### config.mk
export PLATFORM = sky130hd
export DESIGN_NAME = eventually_obligation_monitor
export DESIGN_NICKNAME = d
export VERILOG_FILES = /design/src/rtl/obligation_mon_pkg.sv /design/src/rtl/obligation_seq_detector.sv /design/src/rtl/obligation_pending_flag.sv /design/src/rtl/eventually_obligation_monitor.sv
export SDC_FILE = /design/constraint.sdc
export NUM_CORES = 1
export LEC_CHECK = 0
export BUFFER_PORTS_ARGS = -buffer_cell sky130_fd_sc_hd__buf_4
export CAP_MARGIN = 40
export CORE_AREA = 2 2 39 41
export DETAILED_ROUTE_END_ITERATION = 6
export DIE_AREA = 0 0 41 43
export PLACE_DENSITY = 0.34
export RECOVER_POWER = 25
export SLEW_MARGIN = 25
export SYNTH_ARGS = -nofsm -noshare
export SYNTH_HDL_FRONTEND = slang
export SYNTH_HIERARCHICAL = 1
export SYNTH_SLANG_ARGS = --single-unit
### constraint.sdc
create_clock -name clk_i -period 1.1 [get_ports clk_i]
set_clock_uncertainty 0.2 [all_clocks]
set_input_delay 0.165 -clock clk_i [delete_from_list [all_inputs] [get_ports clk_i]]
set_output_delay 0.165 -clock clk_i [all_outputs]
set_load 0.05 [all_outputs]
### src/rtl/obligation_mon_pkg.sv
package obligation_mon_pkg;
  localparam int unsigned SEQ_LEN_DEFAULT = 3;
  localparam int unsigned SEQ_LEN_MIN     = 1;
endpackage

### src/rtl/obligation_seq_detector.sv
module obligation_seq_detector #(
  parameter int unsigned SEQ_LEN = obligation_mon_pkg::SEQ_LEN_DEFAULT
) (
  input  logic               clk_i,
  input  logic               rst_ni,
  input  logic               arm_i,
  input  logic               flush_i,
  input  logic [SEQ_LEN-1:0] step_i,
  output logic               hit_o
);
  localparam int unsigned LAST = SEQ_LEN - 1;

  generate
    if (SEQ_LEN == 1) begin : g_single
      assign hit_o = arm_i & step_i[0] & ~flush_i;
    end else begin : g_chain
      localparam int unsigned PROG_W = SEQ_LEN - 1;
      logic [PROG_W-1:0] prog_q;
      logic [PROG_W-1:0] prog_d;

      always_comb begin
        prog_d[0] = arm_i & step_i[0] & ~flush_i;
        for (int k = 1; k < PROG_W; k++) begin
          prog_d[k] = prog_q[k-1] & step_i[k] & ~flush_i;
        end
      end

      always_ff @(posedge clk_i or negedge rst_ni) begin
        if (!rst_ni) prog_q <= '0;
        else         prog_q <= prog_d;
      end

      assign hit_o = prog_q[PROG_W-1] & step_i[LAST] & ~flush_i;

      // A trigger leaves no progress behind, so no completion the next cycle
      assert_flush_blocks_hit_R6: assert property (@(posedge clk_i) disable iff (!rst_ni)
        flush_i |=> !hit_o);
    end
  endgenerate
endmodule

### src/rtl/obligation_pending_flag.sv
module obligation_pending_flag (
  input  logic clk_i,
  input  logic rst_ni,
  input  logic set_i,
  input  logic clear_i,
  output logic open_o,
  output logic held_o
);
  logic held_q;

  assign open_o = set_i | (held_q & ~clear_i);

  always_ff @(posedge clk_i or negedge rst_ni) begin
    if (!rst_ni) held_q <= 1'b0;
    else         held_q <= open_o;
  end

  assign held_o = held_q;

  assert_trigger_opens_R2: assert property (@(posedge clk_i) disable iff (!rst_ni)
    set_i |=> held_o);

  assert_pending_self_loop_R10: assert property (@(posedge clk_i) disable iff (!rst_ni)
    (held_o && !clear_i) |=> held_o);
endmodule

### src/rtl/eventually_obligation_monitor.sv
module eventually_obligation_monitor #(
  parameter int unsigned SEQ_LEN = obligation_mon_pkg::SEQ_LEN_DEFAULT
) (
  input  logic               clk_i,
  input  logic               rst_ni,
  input  logic               trig_i,
  input  logic [SEQ_LEN-1:0] step_i,
  input  logic               eoe_i,
  output logic               fail_o
);
  logic seq_hit;
  logic pend_open;
  logic pend_held;

  initial begin
    assert_len_valid_R3: assert (SEQ_LEN >= obligation_mon_pkg::SEQ_LEN_MIN)
      else $error("SEQ_LEN must be at least one");
  end

  obligation_seq_detector #(.SEQ_LEN(SEQ_LEN)) u_detect (
    .clk_i   (clk_i),
    .rst_ni  (rst_ni),
    .arm_i   (pend_held),
    .flush_i (trig_i),
    .step_i  (step_i),
    .hit_o   (seq_hit)
  );

  obligation_pending_flag u_pending (
    .clk_i   (clk_i),
    .rst_ni  (rst_ni),
    .set_i   (trig_i),
    .clear_i (seq_hit),
    .open_o  (pend_open),
    .held_o  (pend_held)
  );

  assign fail_o = eoe_i & pend_open;

  assert_hit_discharges_R4: assert property (@(posedge clk_i) disable iff (!rst_ni)
    seq_hit |=> !pend_held);

  assert_fail_needs_eoe_R5: assert property (@(posedge clk_i) disable iff (!rst_ni)
    fail_o |-> eoe_i);

  assert_idle_no_fail_R1: assert property (@(posedge clk_i) disable iff (!rst_ni)
    (!pend_held && !trig_i) |-> !fail_o);

  assert_trigger_eoe_fails_R7: assert property (@(posedge clk_i) disable iff (!rst_ni)
    (trig_i && eoe_i) |-> fail_o);
endmodule

Word level (Yosys, flattened, before mapping):

Cells that the tools add are included.
Widths: inputs -> output; s select.

* register bits: 3
* bits in latches: 0
* RAM bits: 0
* memory bits (read-only): 0
* logic and storage cells: 13
* memories: 0

* $add $sub $neg: 0
* multiply operators: 0
* div/mod/pow operators: 0
* $lt $le $gt $ge: 0
* eq/ne operators: 0
* shift-type cells: 0
* mux-type cells: 0
* bitwise gates (word level): 11
* reductions and logical operators: 0

Operator list (number)
* $and 1x1->1: 8
* $not 1->1: 2
* $or 1x1->1: 1

Logic depth before layout (Yosys ltp):

* word-level depth: 6
* depth in mapped cells: 4

Hierarchy:

Netlist, hierarchy kept.

Modules (own cells, without submodules)
* obligation_seq_detector: times used 1, cells an instance 5, area an instance 76.3 sq um
* obligation_pending_flag: times used 1, cells an instance 3, area an instance 36.3 sq um
* eventually_obligation_monitor: times used 1, cells an instance 1, area an instance 6.3 sq um

Worst setup path after synthesis:

No wires, ideal clock.

* path type: register to output
* start point: reg u_detect.g_chain.prog_q[1]
* end point: out fail_o
* arrival: 1057 ps
* setup slack: -322 ps
* stages on the path, launching flop included: 5
* buffers on the path: 0
* path through: dfrtp_1 > and3b_1 > inv_1 > a21o_1 > and2_1

* word-level cells in the longest chain between the ends: 6

RTL lines
* from (decl): RTL line obligation_seq_detector.sv:18 `logic [PROG_W-1:0] prog_q;`
* from (signal assigned): RTL line obligation_seq_detector.sv:30 `else prog_q <= prog_d;`
* $and 1x1->1 (2 in series): RTL line obligation_seq_detector.sv:33 `assign hit_o = prog_q[PROG_W-1] & step_i[LAST] & ~flush_i;`
* named net seq_hit: RTL line eventually_obligation_monitor.sv:11 `logic seq_hit;`
* $not 1->1: RTL line obligation_pending_flag.sv:11 `assign open_o = set_i | (held_q & ~clear_i);`
* $and 1x1->1: RTL line obligation_pending_flag.sv:11
* $or 1x1->1: RTL line obligation_pending_flag.sv:11
* named net pend_open: RTL line eventually_obligation_monitor.sv:12 `logic pend_open;`
* $and 1x1->1: RTL line eventually_obligation_monitor.sv:38 `assign fail_o = eoe_i & pend_open;`
* to (decl): RTL line eventually_obligation_monitor.sv:9 `output logic fail_o`

The timed path passes the listed nets, and every way through them passes these cells.

Worst setup path in the final report:

Ends and elaborated chain as after synthesis.

==> key figures <==
Outcome
  • Status: finished with violations
  • Violated checks: negative hold slack, negative setup slack

Clock tree
  • Buffer count from post-CTS setup fixing: 0
  • Number of sinks on the clock net: 3
  • Bufs on Longest Clock Path: 2
  • Maximum level of the CTS H-tree: 1
  • Clock root buffer master: sky130_fd_sc_hd__clkbuf_4
  • Post-CTS Hold Fix Bufs: 3
  • Clock latency reported for the late side of the worst-skew pair: between 0.2 and 0.25 ns
  • Num CTS Buffers: 3
  • CTS tree: built
  • Clock-pin slew of the registers on the worst-case setup and hold paths: 0.04 ns

Power
  • Logic pwr share: 13.3%
  • Internal power contribution: 0.281 mW
  • Part of the total power dissipated in the clock network: 54.7%
  • Leakage power: 0.124 nW
  • Largest vdd supply drop: 690 uV
  • Net load switching power: 0.0789 mW
  • Total power: 0.360 mW
  • Part of the total power dissipated in sequential elements: approximately 32%
  • Switching share of power: 22.0%
  • Power density relative to cell area: 1420 nW/um^2

GRT
  • Pin count of the biggest net entering global routing: 5
  • Met2 Use GR: 4.06%
  • Via count of the first global-routing pass: 117
  • Number of antenna violations at the first check in global routing: 0
  • Gr usage total: 4.22%
  • Global-route wire length before repair: 441 microns
  • Total overflow reported by the global router: 0
  • Met3 Resource Use GR: around 6.8%
  • Global-route track usage on met1: 5.14%
  • Most crowded layer after global routing: met3

Place
  • Placed instance area: 194 sq um
  • Setup WS pre-CTS: -0.274 ns
  • Gp weighted congestion: 0.594
  • Number of port buffers: 7

Timing
  • F_max: ~650 MHz
  • Final min period: 1.55 ns
  • Max Slew Vio Count: 0
  • Fin worst setup slack: -0.450 ns
  • Worst hold slack across all endpoints: -0.0320 ns
  • RSZ-0062 raised after global routing: true
  • Pin slew with the least headroom to its limit: between 0.15 and 0.2 ns
  • Number of setup violations in the final report: 1
  • Relative max-transition margin: 88.0%
  • Setup TNS: -0.450 ns
  • Period Utilization, post-route: 141%
  • Final Hold Violating Endpoints: 1

Yosys
  • Sequential fraction of the synthesis area: 63.2%
  • Top cell type by total area after synthesis: sky130_fd_sc_hd__dfrtp_1
  • Synthesized Nets: 16
  • Dominant register cell in the synthesized netlist: sky130_fd_sc_hd__dfrtp_1
  • Area share of the leading cell type in the synthesized netlist: ~63%
  • Area of the mapped netlist: 119 sq um
  • Distinct cell type count of the synthesized netlist: 5
  • #FFs+latches synth: 3
  • Commonest cells in the netlist: sky130_fd_sc_hd__and3b_1, sky130_fd_sc_hd__dfrtp_1, sky130_fd_sc_hd__a21o_1, sky130_fd_sc_hd__and2_1, sky130_fd_sc_hd__inv_1
  • Instance count of the mapped netlist: 9
  • Number of flops mapped to enable cells by yosys: 0
  • Synthesized area per cell: 13.2 sq um
  • Async set-or-reset flop fraction in the synthesized netlist: 100%
  • Top cells by area in the synthesized netlist: sky130_fd_sc_hd__dfrtp_1, sky130_fd_sc_hd__and3b_1, sky130_fd_sc_hd__a21o_1
  • Total of warnings raised by yosys: 6

Worst setup path
  • CP Class: reg2out
  • Setup crit start kind: flip-flop
  • Largest driver fanout on the critical path: 2
  • Start of the worst register-to-register path: u_detect/g_chain.prog_q[1]
  • Destination of the worst register-to-register timing path: u_pending/held_o
  • Flop-to-flop setup slack: 0.13 ns
  • Worst reg2reg path depth: 3
  • Standard cell with the maximum stage delay on the critical path: sky130_fd_sc_hd__dfrtp_1
  • Critical path destination: fail_o
  • Setup crit start: u_detect/g_chain.prog_q[1]
  • Endpoint required time on the critical path: approximately 0.73 ns
  • Worst path max stage delay: approximately 0.34 ns
  • Category of the worst setup path capture point: output port
  • Data arrival time of the critical path: ~1.2 ns
  • Ordered cell list for the critical path: and3b_1 > inv_1 > a21o_1 > and2_4 > buf_8

Floorplanning
  • Core area: 1380 sq um
  • Io pins: 8
  • Height of the chip: 43 microns
  • Initial cell density of the core: 8.59%
  • Overall die width: 41 microns
  • Die area: 1760 sq um
  • Cell Rows: 14

Final layout
  • Share of cells above drive strength 1: 43.5%
  • N_diodes: 0
  • End-of-flow core utilization: 18.4%
  • Post-route standard cell area excluding fillers: about 250 sq um
  • Nets: 31
  • Syn-to-layout area delta: 114%

Detailed routing
  • DRC violation count after routing: 0
  • Number of nets still failing antenna checks after routing: 0
  • Routed length per instance: between 7 and 8 microns
  • Count of TritonRoute iterations in the first routing pass: 2
  • Starting DRC count in detailed routing: 1
  • Routed via count: between 100 and 150
  • Detailed Route WL: 293 microns
  • Post-detailed-route via-to-cell ratio: 2.79

Flow run
  • Max-cap violation count: 0

Worst hold path
  • Worst min-delay path class: in2reg
## worst min path at each step
stage,startpoint,endpoint,slack [ns],depth (start not counted)
5_1_grt,trig_i,u_pending/held_o,-0.04,2
6_report,trig_i,u_pending/held_o,-0.03,2
3_5_place_dp,rst_ni,u_detect/g_chain.prog_q[1],-0.24,1
2_1_floorplan,rst_ni,u_detect/g_chain.prog_q[0],-0.33,0
3_3_place_gp,rst_ni,u_detect/g_chain.prog_q[1],-0.24,1
4_1_cts,trig_i,u_pending/held_o,-0.04,2
## metrics by stage
stage | instances | hold WS (ns)
finish | 39 | -0.0320
global route | 39 | -0.0371
CTS | 39 | -0.0401
detailed placement | 32 | -0.239
global placement | 32 | -0.243
floorplan | 9 | -0.331
## critical path: cells and delay by family, from the launching register on
| kind | cells | cell delay, ns |
|---|---|---|
| flops | 1 | 0.34 |
| buf+inv | 2 | 0.18 |
| simple gates | 2 | 0.30 |
| compound gates | 1 | 0.12 |
## sequential cells by signal (all words and copies together), names as in the netlist
signal	cells
u_detect/g_chain.prog_q	2
u_pending/held_o	1
## layout make-up
cell class	instances	area, sq um
flip-flops and latches	3	75.1
well taps	16	20.0
clock buffers	4	26.3
inverters	1	3.75
repair buffers	10	86.3
fillers	158	1130
multi-input cells	5	42.5
## power by group through the flow
stage | clock network [mW] | logic (mW) | registers (mW)
CTS | 0.204 | 0.0505 | 0.115
detailed placement | 0 | 0.0380 | 0.116
finish | 0.197 | 0.0479 | 0.115
floorplan | 0 | 0.0149 | 0.116
global placement | 0 | 0.0373 | 0.116
global route | 0.218 | 0.0524 | 0.115
## cells in the final DEF, fill, tap and decap left out
| cell | netlist | routed |
|---|---|---|
| sky130_fd_sc_hd__clkbuf_1 | 0 | 2 |
| sky130_fd_sc_hd__clkbuf_4 | 0 | 3 |
| sky130_fd_sc_hd__and3b_1 | 3 | 3 |
| sky130_fd_sc_hd__a21o_1 | 1 | 1 |
| sky130_fd_sc_hd__and2_4 | 0 | 1 |
| sky130_fd_sc_hd__buf_4 | 0 | 5 |
| sky130_fd_sc_hd__dlygate4sd3_1 | 0 | 3 |
| sky130_fd_sc_hd__dfrtp_1 | 3 | 3 |
| sky130_fd_sc_hd__inv_1 | 1 | 1 |
| sky130_fd_sc_hd__buf_8 | 0 | 1 |
## cell families after synthesis
family	Yosys count	synth area share (%)
buffers and inverters	1	3.15
AO/OA/AOI/OAI	1	6.32
flip-flops	3	63.2
AND/OR/NAND/NOR	4	27.4
## timing repair
action                                  in CTS  in global routing
resized for setup                            2                  0
hold endpoints to repair                     6                  1
endpoints found under the setup margin       1                  1
cloned                                       0                  0
## per-layer routing
layer | vias up | share of wire, % | routed length (microns)
met5 | - | 0 | 0
met3 | 0 | 18 | 54
met1 | 43 | 52 | 153
li1 | 57 | - | -
met2 | 9 | 29 | 85
met4 | 0 | 0 | 0
Note: power is estimated with default switching activity, not from simulation.
